`src/rtl/wsg_pkg.sv`:
```
package wsg_pkg;
  localparam int CNT_W = 3;

  typedef enum logic [1:0] {
    KIND_EXT  = 2'd0,
    KIND_INT  = 2'd1,
    KIND_DRAM = 2'd2,
    KIND_PAGE = 2'd3
  } acc_kind_e;
endpackage

```
`src/rtl/wsg_regs.sv`:
```
module wsg_regs #(
  parameter int NUM_BLK = 8,
  localparam int LO_W   = 2 * NUM_BLK,
  localparam int BLK_W  = $clog2(NUM_BLK)
) (
  input  logic              clk_i,
  input  logic              rst_ni,
  input  logic              wr_i,
  input  logic              addr_i,
  input  logic [1:0]        be_i,
  input  logic              bitop_i,
  input  logic [LO_W-1:0]   wdata_i,
  output logic [LO_W-1:0]   lo_o,
  output logic [NUM_BLK-1:0] hi_o,
  output logic [LO_W-1:0]   rdata_o
);
  logic [LO_W-1:0]    lo_q;
  logic [NUM_BLK-1:0] hi_q;
  logic [BLK_W-1:0]   bit_idx;
  logic               bit_val;

  assign bit_idx = wdata_i[BLK_W-1:0];
  assign bit_val = wdata_i[BLK_W];

  always_ff @(posedge clk_i or negedge rst_ni) begin
    if (!rst_ni) begin
      lo_q <= '1;
      hi_q <= '1;
    end else if (wr_i) begin
      if (!addr_i) begin
        // word-only register
        if (be_i == 2'b11) lo_q <= wdata_i;
      end else if (be_i[0]) begin
        if (bitop_i) hi_q[bit_idx] <= bit_val;
        else         hi_q <= wdata_i[NUM_BLK-1:0];
      end
    end
  end

  assign lo_o    = lo_q;
  assign hi_o    = hi_q;
  assign rdata_o = addr_i ? {{(LO_W-NUM_BLK){1'b0}}, hi_q} : lo_q;
endmodule

```
`src/rtl/wsg_sel.sv`:
```
module wsg_sel
  import wsg_pkg::*;
#(
  parameter int NUM_BLK = 8,
  localparam int LO_W   = 2 * NUM_BLK,
  localparam int BLK_W  = $clog2(NUM_BLK)
) (
  input  logic [LO_W-1:0]    lo_i,
  input  logic [NUM_BLK-1:0] hi_i,
  input  logic [BLK_W-1:0]   blk_i,
  input  acc_kind_e          kind_i,
  output logic [CNT_W-1:0]   cnt_o
);
  logic [CNT_W-1:0] cnt_arr [NUM_BLK];

  for (genvar n = 0; n < NUM_BLK; n++) begin : g_blk
    assign cnt_arr[n] = {hi_i[n], lo_i[2*n+1], lo_i[2*n]};
  end

  // only plain external cycles use programmed waits
  assign cnt_o = (kind_i == KIND_EXT) ? cnt_arr[blk_i] : '0;
endmodule

```
`src/rtl/wsg_cnt.sv`:
```
module wsg_cnt
  import wsg_pkg::*;
(
  input  logic             clk_i,
  input  logic             rst_ni,
  input  logic             start_i,
  input  logic [CNT_W-1:0] load_i,
  output logic             busy_o,
  output logic             rdy_o
);
  logic             busy_q;
  logic [CNT_W-1:0] cnt_q;
  logic             rdy;
  logic             accept;

  assign rdy    = busy_q && (cnt_q == '0);
  assign accept = start_i && (!busy_q || rdy);

  always_ff @(posedge clk_i or negedge rst_ni) begin
    if (!rst_ni) begin
      busy_q <= 1'b0;
      cnt_q  <= '0;
    end else if (accept) begin
      busy_q <= 1'b1;
      cnt_q  <= load_i;
    end else if (busy_q) begin
      if (cnt_q == '0) busy_q <= 1'b0;
      else             cnt_q  <= cnt_q - 1'b1;
    end
  end

  assign busy_o = busy_q;
  assign rdy_o  = rdy;
endmodule

```
`src/rtl/wsg_top.sv`:
```
module wsg_top
  import wsg_pkg::*;
#(
  parameter int NUM_BLK = 8,
  localparam int LO_W   = 2 * NUM_BLK,
  localparam int BLK_W  = $clog2(NUM_BLK)
) (
  input  logic             clk_i,
  input  logic             rst_ni,
  input  logic             reg_wr_i,
  input  logic             reg_addr_i,
  input  logic [1:0]       reg_be_i,
  input  logic             reg_bitop_i,
  input  logic [LO_W-1:0]  reg_wdata_i,
  output logic [LO_W-1:0]  reg_rdata_o,
  input  logic             cyc_start_i,
  input  logic [BLK_W-1:0] cyc_blk_i,
  input  logic [1:0]       cyc_kind_i,
  output logic             rdy_o
);
  logic [LO_W-1:0]    lo_q;
  logic [NUM_BLK-1:0] hi_q;
  logic [CNT_W-1:0]   sel_cnt;
  logic               busy;
  acc_kind_e          kind;

  assign kind = acc_kind_e'(cyc_kind_i);

  wsg_regs #(.NUM_BLK(NUM_BLK)) u_regs (
    .clk_i   (clk_i),
    .rst_ni  (rst_ni),
    .wr_i    (reg_wr_i),
    .addr_i  (reg_addr_i),
    .be_i    (reg_be_i),
    .bitop_i (reg_bitop_i),
    .wdata_i (reg_wdata_i),
    .lo_o    (lo_q),
    .hi_o    (hi_q),
    .rdata_o (reg_rdata_o)
  );

  wsg_sel #(.NUM_BLK(NUM_BLK)) u_sel (
    .lo_i   (lo_q),
    .hi_i   (hi_q),
    .blk_i  (cyc_blk_i),
    .kind_i (kind),
    .cnt_o  (sel_cnt)
  );

  wsg_cnt u_cnt (
    .clk_i   (clk_i),
    .rst_ni  (rst_ni),
    .start_i (cyc_start_i),
    .load_i  (sel_cnt),
    .busy_o  (busy),
    .rdy_o   (rdy_o)
  );
endmodule

```
`config.mk`:
```
export PLATFORM = sky130hd
export DESIGN_NAME = wsg_top
export DESIGN_NICKNAME = d
export VERILOG_FILES = /design/src/rtl/wsg_pkg.sv /design/src/rtl/wsg_regs.sv /design/src/rtl/wsg_sel.sv /design/src/rtl/wsg_cnt.sv /design/src/rtl/wsg_top.sv
export SDC_FILE = /design/constraint.sdc
export NUM_CORES = 1
export LEC_CHECK = 0
export BUFFER_PORTS_ARGS = -buffer_cell sky130_fd_sc_hd__buf_4
export CORE_MARGIN = 2
export CORE_UTILIZATION = 30
export CTS_CLUSTER_DIAMETER = 40
export DETAILED_ROUTE_END_ITERATION = 12
export GPL_TIMING_DRIVEN = 0
export SYNTH_ARGS = -nofsm -noshare
export SYNTH_HDL_FRONTEND = slang
export SYNTH_SLANG_ARGS = --single-unit
```
`constraint.sdc`:
```
create_clock -name clk_i -period 3.42 [get_ports clk_i]
set_input_delay 0.855 -clock clk_i [delete_from_list [all_inputs] [get_ports clk_i]]
set_output_delay 0.855 -clock clk_i [all_outputs]
set_load 0.01 [all_outputs]
```
==> flow_summary.ini <==
[outcome]
status = complete, no violations

[synthesis]
synth_edf_count = 0
yosysTopAreaCell = dfstp_2
synth.top_cells.by_area = dfstp_2 37%, mux2_2 15%, dfrtp_1 5.8%
yosys_warnings = 0
yosys.cell_types.count = 39
syn_inst = 151
ys.flop_type = dfstp_2
syn_nets = 182
synth_top_cell_area_share = 0.366
syn-cell-area_um2 = 1720
ys_async_sr_fraction = 1.00
synth-seq-cells = 28
synth.avg_cell_area_um2 = 11.4
yosysSeqAreaShare = 0.424

[pwr]
p_int_mw = 0.816
p_leak_nw = 0.950
clockPowerShare = 0.234
ir_drop_mv = 0.226
switchingPower_mw = 0.326
p_sw_frac = 0.286
power.density_nw_per_um2 = 517
fin_total_pwr_mw = 1.14
seqPwrFrac = 0.435
combPwrFrac = 0.332

[worst_setup_path]
reg2reg_from = u_cnt.cnt_q[0]
required_ns = 2.56
critPathLaunchType = primary input
cp_max_fo = 10
reg2reg_depth = 7
arrival_ns = 1.73
startpoint = reg_addr_i
crit_path_end_kind = output pin
criticalPathCategory = primary input to output pin

[cts]
cts.sinks = 28
cts_made_buffers = 3
clk_root_buffer_cell = clkbuf_8
ctsResizeCount = 0
clk_latency_ns = 0.28
path_clk_slew_ns = 0.10
cts_buffer_depth = 2
ctsHoldBuffers = 0
htreeDepth = 1
cts_setup_buffers = 0
cts_tree = done

[timing]
worst_slack_ns = 0.831
worstMarginPinSlew_ns = 0.416
report.final.slew_viol_count = 0
min_period_ns = 2.59
finalSetupViolCount = 0
hold_viol = 0
clock.fmax_ghz = 0.386
clock_skew_ns = 0.00812
final.period_utilization = 0.757
relSlewSlack = 0.722
rsz0062_at_grt = false
tns_ns = 0

[layout]
final_util = 0.398
drive_gt1_frac = 0.556
register_area_um2 = 731
n_antenna_cell = 0
syn2layout_area_growth_pct = 28.1
mostFrequentLayoutCells = 44 x buf_4, 24 x dfstp_2, 23 x mux2_2
nFillCells = 577
final_common_cell = buf_4
multiInputGateArea_um2 = 917
layout.nets = 230

[route]
vias = 1337
vias_per_cell = 4.95
drt_iter0_drc = 137
drt_wl_total_um = 4070
detail-route-antenna-nets = 0
first_pass_iters = 4
remaining_drc_errors = 0
wl_per_cell_um = 15.1

[grt]
grt_util_all_layers = 0.138
grt_pass1_vias = 1331
grt_pass1_wl_um = 6760
grt-ovfl-total = 0
grt_max_degree = 29
antenna_found_initial = 0

[placed_design]
portBuffers = 43
gp_congestion = 0.773
dpl_worst_slack_ns = 0.824
dp_hpwl_um = 3040

[floorplanning]
start_util = 0.311
rows = 27
die_w_um = 79.8
die_y_um = 79.8
die_area_um2 = 6360
core-area_um2 = 5540
ios = 46

[min_path]
hp-class = primary input to async pin

[run]
cap_viol_max_count = 0
==> stage by stage <==
step / cell area (um^2) / std cells / hold WS, ns
finish: 2210 / 270 / 0.470
global route: 2210 / 270 / 0.485
CTS: 2210 / 270 / 0.475
detailed placement: 2140 / 266 / 0.499
global placement: 2140 / 266 / 0.483
floorplan: 1720 / 151 / 0.466
==> power by group through the flow <==
stage          Combinational, mW  Clock, mW  Sequential [mW]
2_1_floorplan              0.253          0            0.484
3_3_place_gp               0.379          0            0.502
3_5_place_dp               0.382          0            0.504
4_1_cts                    0.385      0.272            0.498
5_1_grt                    0.426      0.289            0.512
6_report                   0.379      0.267            0.496
==> cells by family (layout without fill, tap and decap cells) <==
| group | count (synthesis) | count (layout) | synth area share |
|---|---|---|---|
| AND/OR/NAND/NOR | 41 | 41 | 0.160 |
| AO/OA/AOI/OAI | 33 | 33 | 0.128 |
| multiplexers | 33 | 33 | 0.230 |
| flip-flops | 28 | 28 | 0.424 |
| buffers and inverters | 14 | 61 | 0.0436 |
| adder cells (fa/ha/maj) | 2 | 2 | 0.0145 |
==> synthesized netlist by cell type (3+ instances only) <==
cell type,n
nand2b_1,4
dfstp_2,24
nor2b_1,9
nand2_1,5
and3_1,3
mux4_2,3
mux2_2,23
mux2i_1,7
dfrtp_1,4
buf_2,3
o21ai_0,8
or3_1,4
inv_1,6
a21oi_1,7
nor2_1,3
o22ai_1,3
nand3b_1,3
==> registers in the layout (all words and copies together), names as in the netlist <==
name,count
u_regs.lo_o,16
u_cnt.busy_o,1
u_regs.hi_o,8
u_cnt.cnt_q,3
==> path summary, 6_finish.rpt <==
kind | slack [ns] | to
max | 0.83 | reg_rdata_o[7]
min | 0.47 | u_cnt.cnt_q[2]
max reg2reg | 1.80 | u_cnt.cnt_q[1]
min reg2reg | 0.50 | u_regs.lo_o[0]
max in group asynchronous | 2.63 | u_regs.hi_o[7]
min in group clk_i | 0.50 | u_regs.lo_o[0]
==> worst max-delay path: stages <==
cell and delay (ns):
buf_6 0.13, buf_2 0.24, mux2_2 0.37, buf_4 0.14
==> per-layer routing <==
| layer | GRT usage | share of wire | vias to the layer above | routed length [um] |
|---|---|---|---|---|
| met1 | 0.206 | 0.51 | 642 | 2060 |
| met5 | 0 | 0 | - | 0 |
| met2 | 0.204 | 0.44 | 37 | 1780 |
| met4 | 0.0458 | 0.014 | 0 | 56 |
| li1 | - | - | 653 | - |
| met3 | 0.0192 | 0.043 | 5 | 173 |
==> area by class of cell <==
class / instances / share of cell area
multi-input cells: 109 / 0.416
inverters: 6 / 0.0102
well taps: 72 / 0.0408
plain buffers: 8 / 0.0238
clock inverters: 1 / 0.0136
flip-flops and latches: 28 / 0.331
repair buffers: 43 / 0.146
clock buffers: 3 / 0.0187
Power figures use the tool's default switching activity.
